`config.mk`:
```
export PLATFORM = sky130hd
export DESIGN_NAME = irq_entry_ctrl
export DESIGN_NICKNAME = d
export VERILOG_FILES = /design/src/rtl/irq_entry_pkg.sv /design/src/rtl/irq_accept.sv /design/src/rtl/irq_status_regs.sv /design/src/rtl/irq_mask_reg.sv /design/src/rtl/irq_ret_pc.sv /design/src/rtl/irq_entry_ctrl.sv
export SDC_FILE = /design/constraint.sdc
export NUM_CORES = 1
export LEC_CHECK = 0
export BUFFER_PORTS_ARGS = -buffer_cell sky130_fd_sc_hd__buf_4
export CORE_UTILIZATION = 25
export DETAILED_ROUTE_END_ITERATION = 10
export GPL_TIMING_DRIVEN = 0
export PLACE_DENSITY_LB_ADDON = 0.08
export SYNTH_ARGS = -nofsm -noshare
export SYNTH_HDL_FRONTEND = slang
export SYNTH_SLANG_ARGS = --single-unit
```
`constraint.sdc`:
```
create_clock -name clk -period 2.1 [get_ports clk]
set_input_delay 0.21 -clock clk [delete_from_list [all_inputs] [get_ports clk]]
set_output_delay 0.21 -clock clk [all_outputs]
set_load 0.02 [all_outputs]
```
`src/rtl/irq_entry_pkg.sv`:
```
package irq_entry_pkg;
  localparam int unsigned IE_BIT = 0;
  localparam logic [1:0] SEL_STATUS  = 2'd0;
  localparam logic [1:0] SEL_SHADOW  = 2'd1;
  localparam logic [1:0] SEL_MASK    = 2'd2;
  localparam logic [1:0] SEL_PENDING = 2'd3;
endpackage

```
`src/rtl/irq_accept.sv`:
```
module irq_accept #(
  parameter int unsigned NDEV = 32
) (
  input  logic [NDEV-1:0] dev_req,
  input  logic [NDEV-1:0] mask_q,
  input  logic            ie,
  input  logic            insn_done,
  input  logic            rfi,
  output logic [NDEV-1:0] hit_vec,
  output logic            take
);
  function automatic logic [NDEV-1:0] masked_hits(input logic [NDEV-1:0] r,
                                                   input logic [NDEV-1:0] m);
    return r & m;
  endfunction

  logic any_hit;

  always_comb begin
    hit_vec = masked_hits(dev_req, mask_q);
    any_hit = |hit_vec;
    take    = insn_done & ~rfi & ie & any_hit;
  end
endmodule

```
`src/rtl/irq_status_regs.sv`:
```
module irq_status_regs
  import irq_entry_pkg::*;
#(
  parameter int unsigned XLEN = 32
) (
  input  logic            clk,
  input  logic            rst_n,
  input  logic            take,
  input  logic            rfi,
  input  logic            wr_status,
  input  logic            wr_shadow,
  input  logic [XLEN-1:0] wdata,
  output logic [XLEN-1:0] ps_q,
  output logic [XLEN-1:0] ips_q
);
  function automatic logic [XLEN-1:0] entry_status(input logic [XLEN-1:0] s);
    logic [XLEN-1:0] r;
    r = s;
    r[IE_BIT] = 1'b0;
    return r;
  endfunction

  always_ff @(posedge clk or negedge rst_n) begin
    if (!rst_n) begin
      ps_q  <= '0;
      ips_q <= '0;
    end else if (take) begin
      ips_q <= ps_q;
      ps_q  <= entry_status(ps_q);
    end else if (rfi) begin
      ps_q <= ips_q;
      if (wr_shadow) ips_q <= wdata;
    end else begin
      if (wr_status) ps_q  <= wdata;
      if (wr_shadow) ips_q <= wdata;
    end
  end
endmodule

```
`src/rtl/irq_mask_reg.sv`:
```
module irq_mask_reg #(
  parameter int unsigned NDEV = 32
) (
  input  logic            clk,
  input  logic            rst_n,
  input  logic            wr,
  input  logic [NDEV-1:0] wdata,
  output logic [NDEV-1:0] mask_q
);
  always_ff @(posedge clk or negedge rst_n) begin
    if (!rst_n)  mask_q <= '0;
    else if (wr) mask_q <= wdata;
  end
endmodule

```
`src/rtl/irq_ret_pc.sv`:
```
module irq_ret_pc #(
  parameter int unsigned XLEN = 32
) (
  input  logic            clk,
  input  logic            rst_n,
  input  logic            take,
  input  logic [XLEN-1:0] next_pc,
  output logic [XLEN-1:0] ret_pc_q
);
  always_ff @(posedge clk or negedge rst_n) begin
    if (!rst_n)    ret_pc_q <= '0;
    else if (take) ret_pc_q <= next_pc;
  end
endmodule

```
`src/rtl/irq_entry_ctrl.sv`:
```
module irq_entry_ctrl
  import irq_entry_pkg::*;
#(
  parameter int unsigned NDEV       = 32,
  parameter int unsigned XLEN       = 32,
  parameter logic [31:0] ENTRY_ADDR = 32'h0000_0040
) (
  input  logic            clk,
  input  logic            rst_n,
  input  logic [NDEV-1:0] dev_req,
  input  logic            insn_done,
  input  logic [XLEN-1:0] next_pc,
  input  logic            rfi,
  input  logic [1:0]      cr_sel,
  input  logic            cr_wr,
  input  logic [XLEN-1:0] cr_wdata,
  output logic [XLEN-1:0] cr_rdata,
  output logic            take_irq,
  output logic            pc_load,
  output logic [XLEN-1:0] pc_target,
  output logic [XLEN-1:0] ret_pc
);
  localparam logic [XLEN-1:0] ENTRY_PC = XLEN'(ENTRY_ADDR);

  logic [XLEN-1:0] ps_q, ips_q, ret_pc_q;
  logic [NDEV-1:0] mask_q, hit_vec;
  logic            take;
  logic            wr_status, wr_shadow, wr_mask;
  logic [XLEN-1:0] mask_ext, pend_ext;

  always_comb begin
    wr_status = cr_wr && (cr_sel == SEL_STATUS);
    wr_shadow = cr_wr && (cr_sel == SEL_SHADOW);
    wr_mask   = cr_wr && (cr_sel == SEL_MASK);
  end

  irq_accept #(.NDEV(NDEV)) u_accept (
    .dev_req  (dev_req),
    .mask_q   (mask_q),
    .ie       (ps_q[IE_BIT]),
    .insn_done(insn_done),
    .rfi      (rfi),
    .hit_vec  (hit_vec),
    .take     (take)
  );

  irq_status_regs #(.XLEN(XLEN)) u_status (
    .clk      (clk),
    .rst_n    (rst_n),
    .take     (take),
    .rfi      (rfi),
    .wr_status(wr_status),
    .wr_shadow(wr_shadow),
    .wdata    (cr_wdata),
    .ps_q     (ps_q),
    .ips_q    (ips_q)
  );

  irq_mask_reg #(.NDEV(NDEV)) u_mask (
    .clk   (clk),
    .rst_n (rst_n),
    .wr    (wr_mask),
    .wdata (cr_wdata[NDEV-1:0]),
    .mask_q(mask_q)
  );

  irq_ret_pc #(.XLEN(XLEN)) u_ret (
    .clk     (clk),
    .rst_n   (rst_n),
    .take    (take),
    .next_pc (next_pc),
    .ret_pc_q(ret_pc_q)
  );

  always_comb begin
    mask_ext = '0;
    pend_ext = '0;
    mask_ext[NDEV-1:0] = mask_q;
    pend_ext[NDEV-1:0] = dev_req;
    unique case (cr_sel)
      SEL_STATUS: cr_rdata = ps_q;
      SEL_SHADOW: cr_rdata = ips_q;
      SEL_MASK:   cr_rdata = mask_ext;
      default:    cr_rdata = pend_ext;
    endcase
  end

  always_comb begin
    take_irq  = take;
    pc_load   = take | rfi;
    pc_target = take ? ENTRY_PC : ret_pc_q;
    ret_pc    = ret_pc_q;
  end
endmodule

```
Yosys cells after proc, flatten, opt, wreduce, memory -nomap -nowiden
Index checks and enable logic that the tools add are counted.

word-level totals
  bits in registers = 128
  latch bits = 0
  memory bits (writable) = 0
  bits in read-only memories = 0
  input bits = 103
  output and inout port bits = 98
  word-level logic and storage cells = 30
  memories kept = 0

cells by class
  add/sub/neg operators = 0
  multiply operators = 0
  divide/modulo/power cells = 0
  $lt $le $gt $ge = 0
  eq/ne operators = 2
  shift operators = 0
  muxes and demuxes = 7
  bitwise operators = 7
  reductions and logical operators = 9

operator list
  cell                                                  number
  two-way mux 32 bit                                    5
  one-hot mux 32 bit (3 select lines)                   1
  bitwise AND 32 bit                                    1
  OR reduction 32 bit                                   1
  nonzero test 2 bit                                    2
  bitwise AND 1 bit                                     3
  logical AND 1 bit                                     3
  nonzero test 3 bit                                    1
  equality test 2 x 1 -> 1 bit (second input constant)  1
  equality test 2 bit (second input constant)           1
  zero test 2 bit                                       1
  inverter 1 bit                                        2
  AND reduction 2 bit                                   1
  two-way mux 1 bit                                     1
  OR 1 bit                                              1

Longest topological paths before layout
  depth in word-level cells = 6
  gate-level depth with buffers = 9
  depth with buffers taken out = 5

Cells and area by module
From an unflattened synthesis, not the netlist that was laid out.

unflattened totals
  cells, all modules = 541
  area total of the unflattened synthesis = 7131.8 um^2

modules (own cells, without submodules)
  module           times used  cells each  area an instance (um^2)  seq. area each (um^2)
  irq_status_regs  1           282         3088.0                   1601.5
  irq_mask_reg     1           68          1345.0                   800.8
  irq_ret_pc       1           68          1345.0                   800.8
  irq_entry_ctrl   1           79          1064.8                   0.0
  irq_accept       1           44          289.0                    0.0

Worst setup path before layout
No wires, ideal clock.

  kind = reg2out
  start = register u_mask.mask_q[24]
  end = output pc_target[10]
  arrival = 2.063 ns
  required time = 1.890 ns
  slack = -0.173 ns
  stages on the path, launching flop included = 9
  buffers on the path = 3
  path through = dfrtp_1 > a22oi_1 > nand4_1 > or4_1 > buf_2 > and2_1 > buf_6 > clkbuf_1 > nor2b_1

between the ends
  word-level cells in the longest chain between the ends = 4

RTL lines
  element                   RTL line              source
  start: declaration        irq_mask_reg.sv:8     output logic [NDEV-1:0] mask_q
  start signal: assignment  irq_mask_reg.sv:12    else if (wr) mask_q <= wdata;
  bitwise AND 32 bit        irq_accept.sv:14      return r & m;
  OR reduction 32 bit       irq_accept.sv:21      any_hit = |hit_vec;
  bitwise AND 1 bit         irq_accept.sv:22      take = insn_done & ~rfi & ie & any_hit;
  two-way mux 32 bit        irq_entry_ctrl.sv:91  pc_target = take ? ENTRY_PC : ret_pc_q;
  end: declaration          irq_entry_ctrl.sv:20  output logic [XLEN-1:0] pc_target,

No other way between the ends.

Worst setup path in the final report
  start = register u_mask.mask_q[12]
  end = output pc_load

between the ends
  word-level cells in the longest chain between the ends = 4

RTL lines
  element              RTL line              source
  bitwise AND 32 bit   irq_accept.sv:14
  OR reduction 32 bit  irq_accept.sv:21
  bitwise AND 1 bit    irq_accept.sv:22
  OR 1 bit             irq_entry_ctrl.sv:90  pc_load = take | rfi;
  end: declaration     irq_entry_ctrl.sv:19  output logic pc_load,

No other way between the ends.

==> qor.csv <==
stage;metric;value;unit
die;Starting Density;0.257;
final_layout;commonest non-fill, non-tap cell in the layout;buf_4;
routing;TritonRoute pass-1 iters;7;
flow_run;maxcap violations;0;
power;Combinational Power Share;0.392;
power;Int Pwr;7.35;mW
logic_synthesis;Synth cell types;29;
power;clock network power share;0.264;
place;DP HPWL;16400;um
critical_path;Setup CP Type;register to output pin;
logic_synthesis;Mapped Cells;489;
die;Die Height;166;um
logic_synthesis;syn_area_per_cell;13.7;sq um
sta;period utilization;1.40;
global_route;initial antenna violation count;1;
logic_synthesis;Synth Area in Simple Gates;0.0689;
routing;Iter 0 DRT Violations;173;
logic_synthesis;compound-cell area share of the yosys netlist;0.0454;
sta;final hold violation count;0;
power;Peak supply drop;494;uV
sta;minimum clock period;2940;ps
sta;fmax;0.340;GHz
die;site row count;59;
logic_synthesis;dominant cells by area after synthesis;dfrtp_1, mux2_2, mux4_2;
sta;final hold slack;18.4;ps
final_layout;most frequent cells in the layout;buf_4, dfrtp_1, mux2_2;
final_layout;Fill cells;2495;
clock_tree;H-tree depth;4;
place;minimum setup slack after placement;-875;ps
sta;Rel. slew slack;0.385;
logic_synthesis;xor/xnor share of the synthesized area;0;
final_layout;# nets final;845;
clock_tree;root buf cell;clkbuf_16;
clock_tree;CTS sink cnt;128;
power;switching share of power;0.327;
power;Pwr Total;10.9;mW
sta;RSZ-0062 raised after global routing;true;
routing;drt drc;9;
global_route;grt ovf;0;
logic_synthesis;Yosys warning count;0;
final_layout;Final Non-Filler Cells;1089;
logic_synthesis;post-synthesis mux area share;0.379;
power;total power divided by cell area;1050;nW/um^2
run_status;violated checks;design-rule violations, negative setup slack;
routing;vias per cell;4.82;
place;GPL Wtd Cong;0.752;
power;Leak;4.75;nW
logic_synthesis;register area share after synthesis;0.476;
routing;total number of vias;5246;
clock_tree;CTS tree;done;
final_layout;Layout area overhead;54.0;%
place;IO Port Bufs;197;
critical_path;Data required, critical path;1890;ps
sta;Slew Limit Fails;0;
sta;Final Setup Violations;130;
die;die width;166;um
final_layout;share of layout cells above drive strength 1;0.666;
power;sequential power share;0.344;
routing;Met3 Wirelength;1550;um
routing;met1 wire length;10400;um
die;core box area;26200;sq um
clock_tree;Worst-Skew Late Latency;420;ps
hold_path;HP Class;input pin to register;
global_route;first-pass GRT wire length;36100;um
routing;highest routed layer;met5;
global_route;GRT Total Usage;0.177;
die;Boundary Pins;201;
critical_path;reg2reg path depth;8;
clock_tree;Clk pin slew, worst setup/hold paths;60;ps
global_route;largest net degree at the start of global routing;78;
logic_synthesis;leading area contributor after synthesis;dfrtp_1;
clock_tree;CTS Buf Count;17;
run_status;outcome;finished, violations left;
critical_path;CP arrival;2730;ps
logic_synthesis;Synth top area share;0.476;
clock_tree;Bufs on Longest Clock Path;2;
logic_synthesis;Adder-Cell Fraction of Synth Area;0;
final_layout;fin util;0.395;
routing;Routed WL per cell;21.9;um
sta;Clock Skew;10.5;ps
logic_synthesis;post-synthesis sequential element count;128;
hold_path;Hold Crit Depth;2;
logic_synthesis;Mapped Area;6720;sq um
logic_synthesis;main combinational cell family by area after synthesis;multiplexers;
routing;Post-Route WL;23900;um
routing;WL met2;11500;um
sta;worst setup margin;-840;ps
power;Sw Pwr;3.57;mW
routing;antenna-violating nets left;0;
logic_synthesis;syn_nets;592;
sta;actual slew at the worst max-slew pin;923;ps
critical_path;endpoint type of the worst setup path;output pin;
place;Cells after DPL;1022;
global_route;vias in the first global route;5942;
critical_path;CP Max Fanout;5;
critical_path;Critical Path Source Type;register;
die;Die Footprint;27600;sq um
final_layout;n_diodes;0;
stage by stage:
stage          instance area [sq um]  setup TNS, ps
5_1_grt                        10400         -87300
3_3_place_gp                    8820         -99670
4_1_cts                        10100         -87950
3_5_place_dp                    8850         -97030
2_1_floorplan                   6920          -1650
6_report                       10400         -79330
power by group through the flow:
stage | Clock [mW] | Combinational, mW | Sequential (mW)
after floorplan | 0 | 2.18 | 3.84
after CTS | 2.96 | 4.15 | 3.75
after global routing | 3.05 | 4.53 | 3.86
final | 2.88 | 4.28 | 3.76
after global placement | 0 | 3.82 | 3.74
after detailed placement | 0 | 3.88 | 3.77
synthesized netlist by cell type (all sizes together):
library cell  number
dfrtp            128
mux2             125
mux4              32
nor2b             32
o21ai             32
mux2i             31
nand3             31
buf               21
clkbuf            19
a22oi             16
nand4              4
nor2               3
nand2              2
nand3b             2
nor3               2
or2                2
a211o              1
a211oi             1
a21oi              1
and2               1
inv                1
nor3b              1
or4                1
kinds of logic (layout without fill, tap and decap cells):
kind of cell           after synthesis  in the layout
muxes                              188            188
DFF                                128            128
AOI/OAI and AO/OA                   51             51
buffers and inverters               41            306
and+or+nand+nor                     81             81
cell type report:
type	instances	area (sq um)	share of cell area
Buffer	37	323	0.0312
Clock buffer	20	447	0.0431
Clock inverter	11	116	0.0112
Inverter	1	3.75	0.000363
Multi-Input combinational cell	320	3700	0.357
Sequential cell	128	3200	0.309
Tap cell	335	419	0.0405
Timing Repair Buffer	237	2140	0.207
what timing repair did:
item,CTS,global route
cloned,7,2
setup endpoints to repair,160,141
hold endpoints to repair,60,1
resized for setup,92,57
setup buffers,14,11
pin swaps,9,26
hold buffers,10,1
layer usage:
| layer | vias to the layer above | GRT usage |
|---|---|---|
| met5 | - | 0 |
| met4 | 2 | 0.0589 |
| met3 | 34 | 0.0524 |
| met2 | 189 | 0.294 |
| met1 | 2690 | 0.219 |
| li1 | 2331 | - |
path summary, 6_finish.rpt:
| check | start | end | slack (ps) |
|---|---|---|---|
| setup / recovery | u_mask.mask_q[12]$_DFFE_PN0P_ | pc_load | -840 |
| hold / removal | next_pc[31] | u_ret.ret_pc_q[31]$_DFFE_PN0P_ | 20 |
| setup reg to reg | u_mask.mask_q[12]$_DFFE_PN0P_ | u_status.ps_q[30]$_DFFE_PN0P_ | -640 |
| hold reg to reg | u_mask.mask_q[15]$_DFFE_PN0P_ | u_mask.mask_q[15]$_DFFE_PN0P_ | 530 |
| max in group asynchronous | rst_n | u_ret.ret_pc_q[20]$_DFFE_PN0P_ | 990 |
| min in group asynchronous | rst_n | u_mask.mask_q[21]$_DFFE_PN0P_ | 320 |
sequential cells by signal, summed over array words and instances (netlist names):
| name | cells |
|---|---|
| u_status.ps_q | 32 |
| u_status.ips_q | 32 |
| u_mask.mask_q | 32 |
| u_ret.ret_pc_q | 32 |
worst max-delay path: stages (launching register included):
cell	delay, ps
dfrtp_1	400
a22oi_2	270
nand4_1	230
or4_4	580
and2_4	180
buf_8	140
clkbuf_16	160
or2_4	230
buf_6	130
Power figures use the tool's default switching activity.
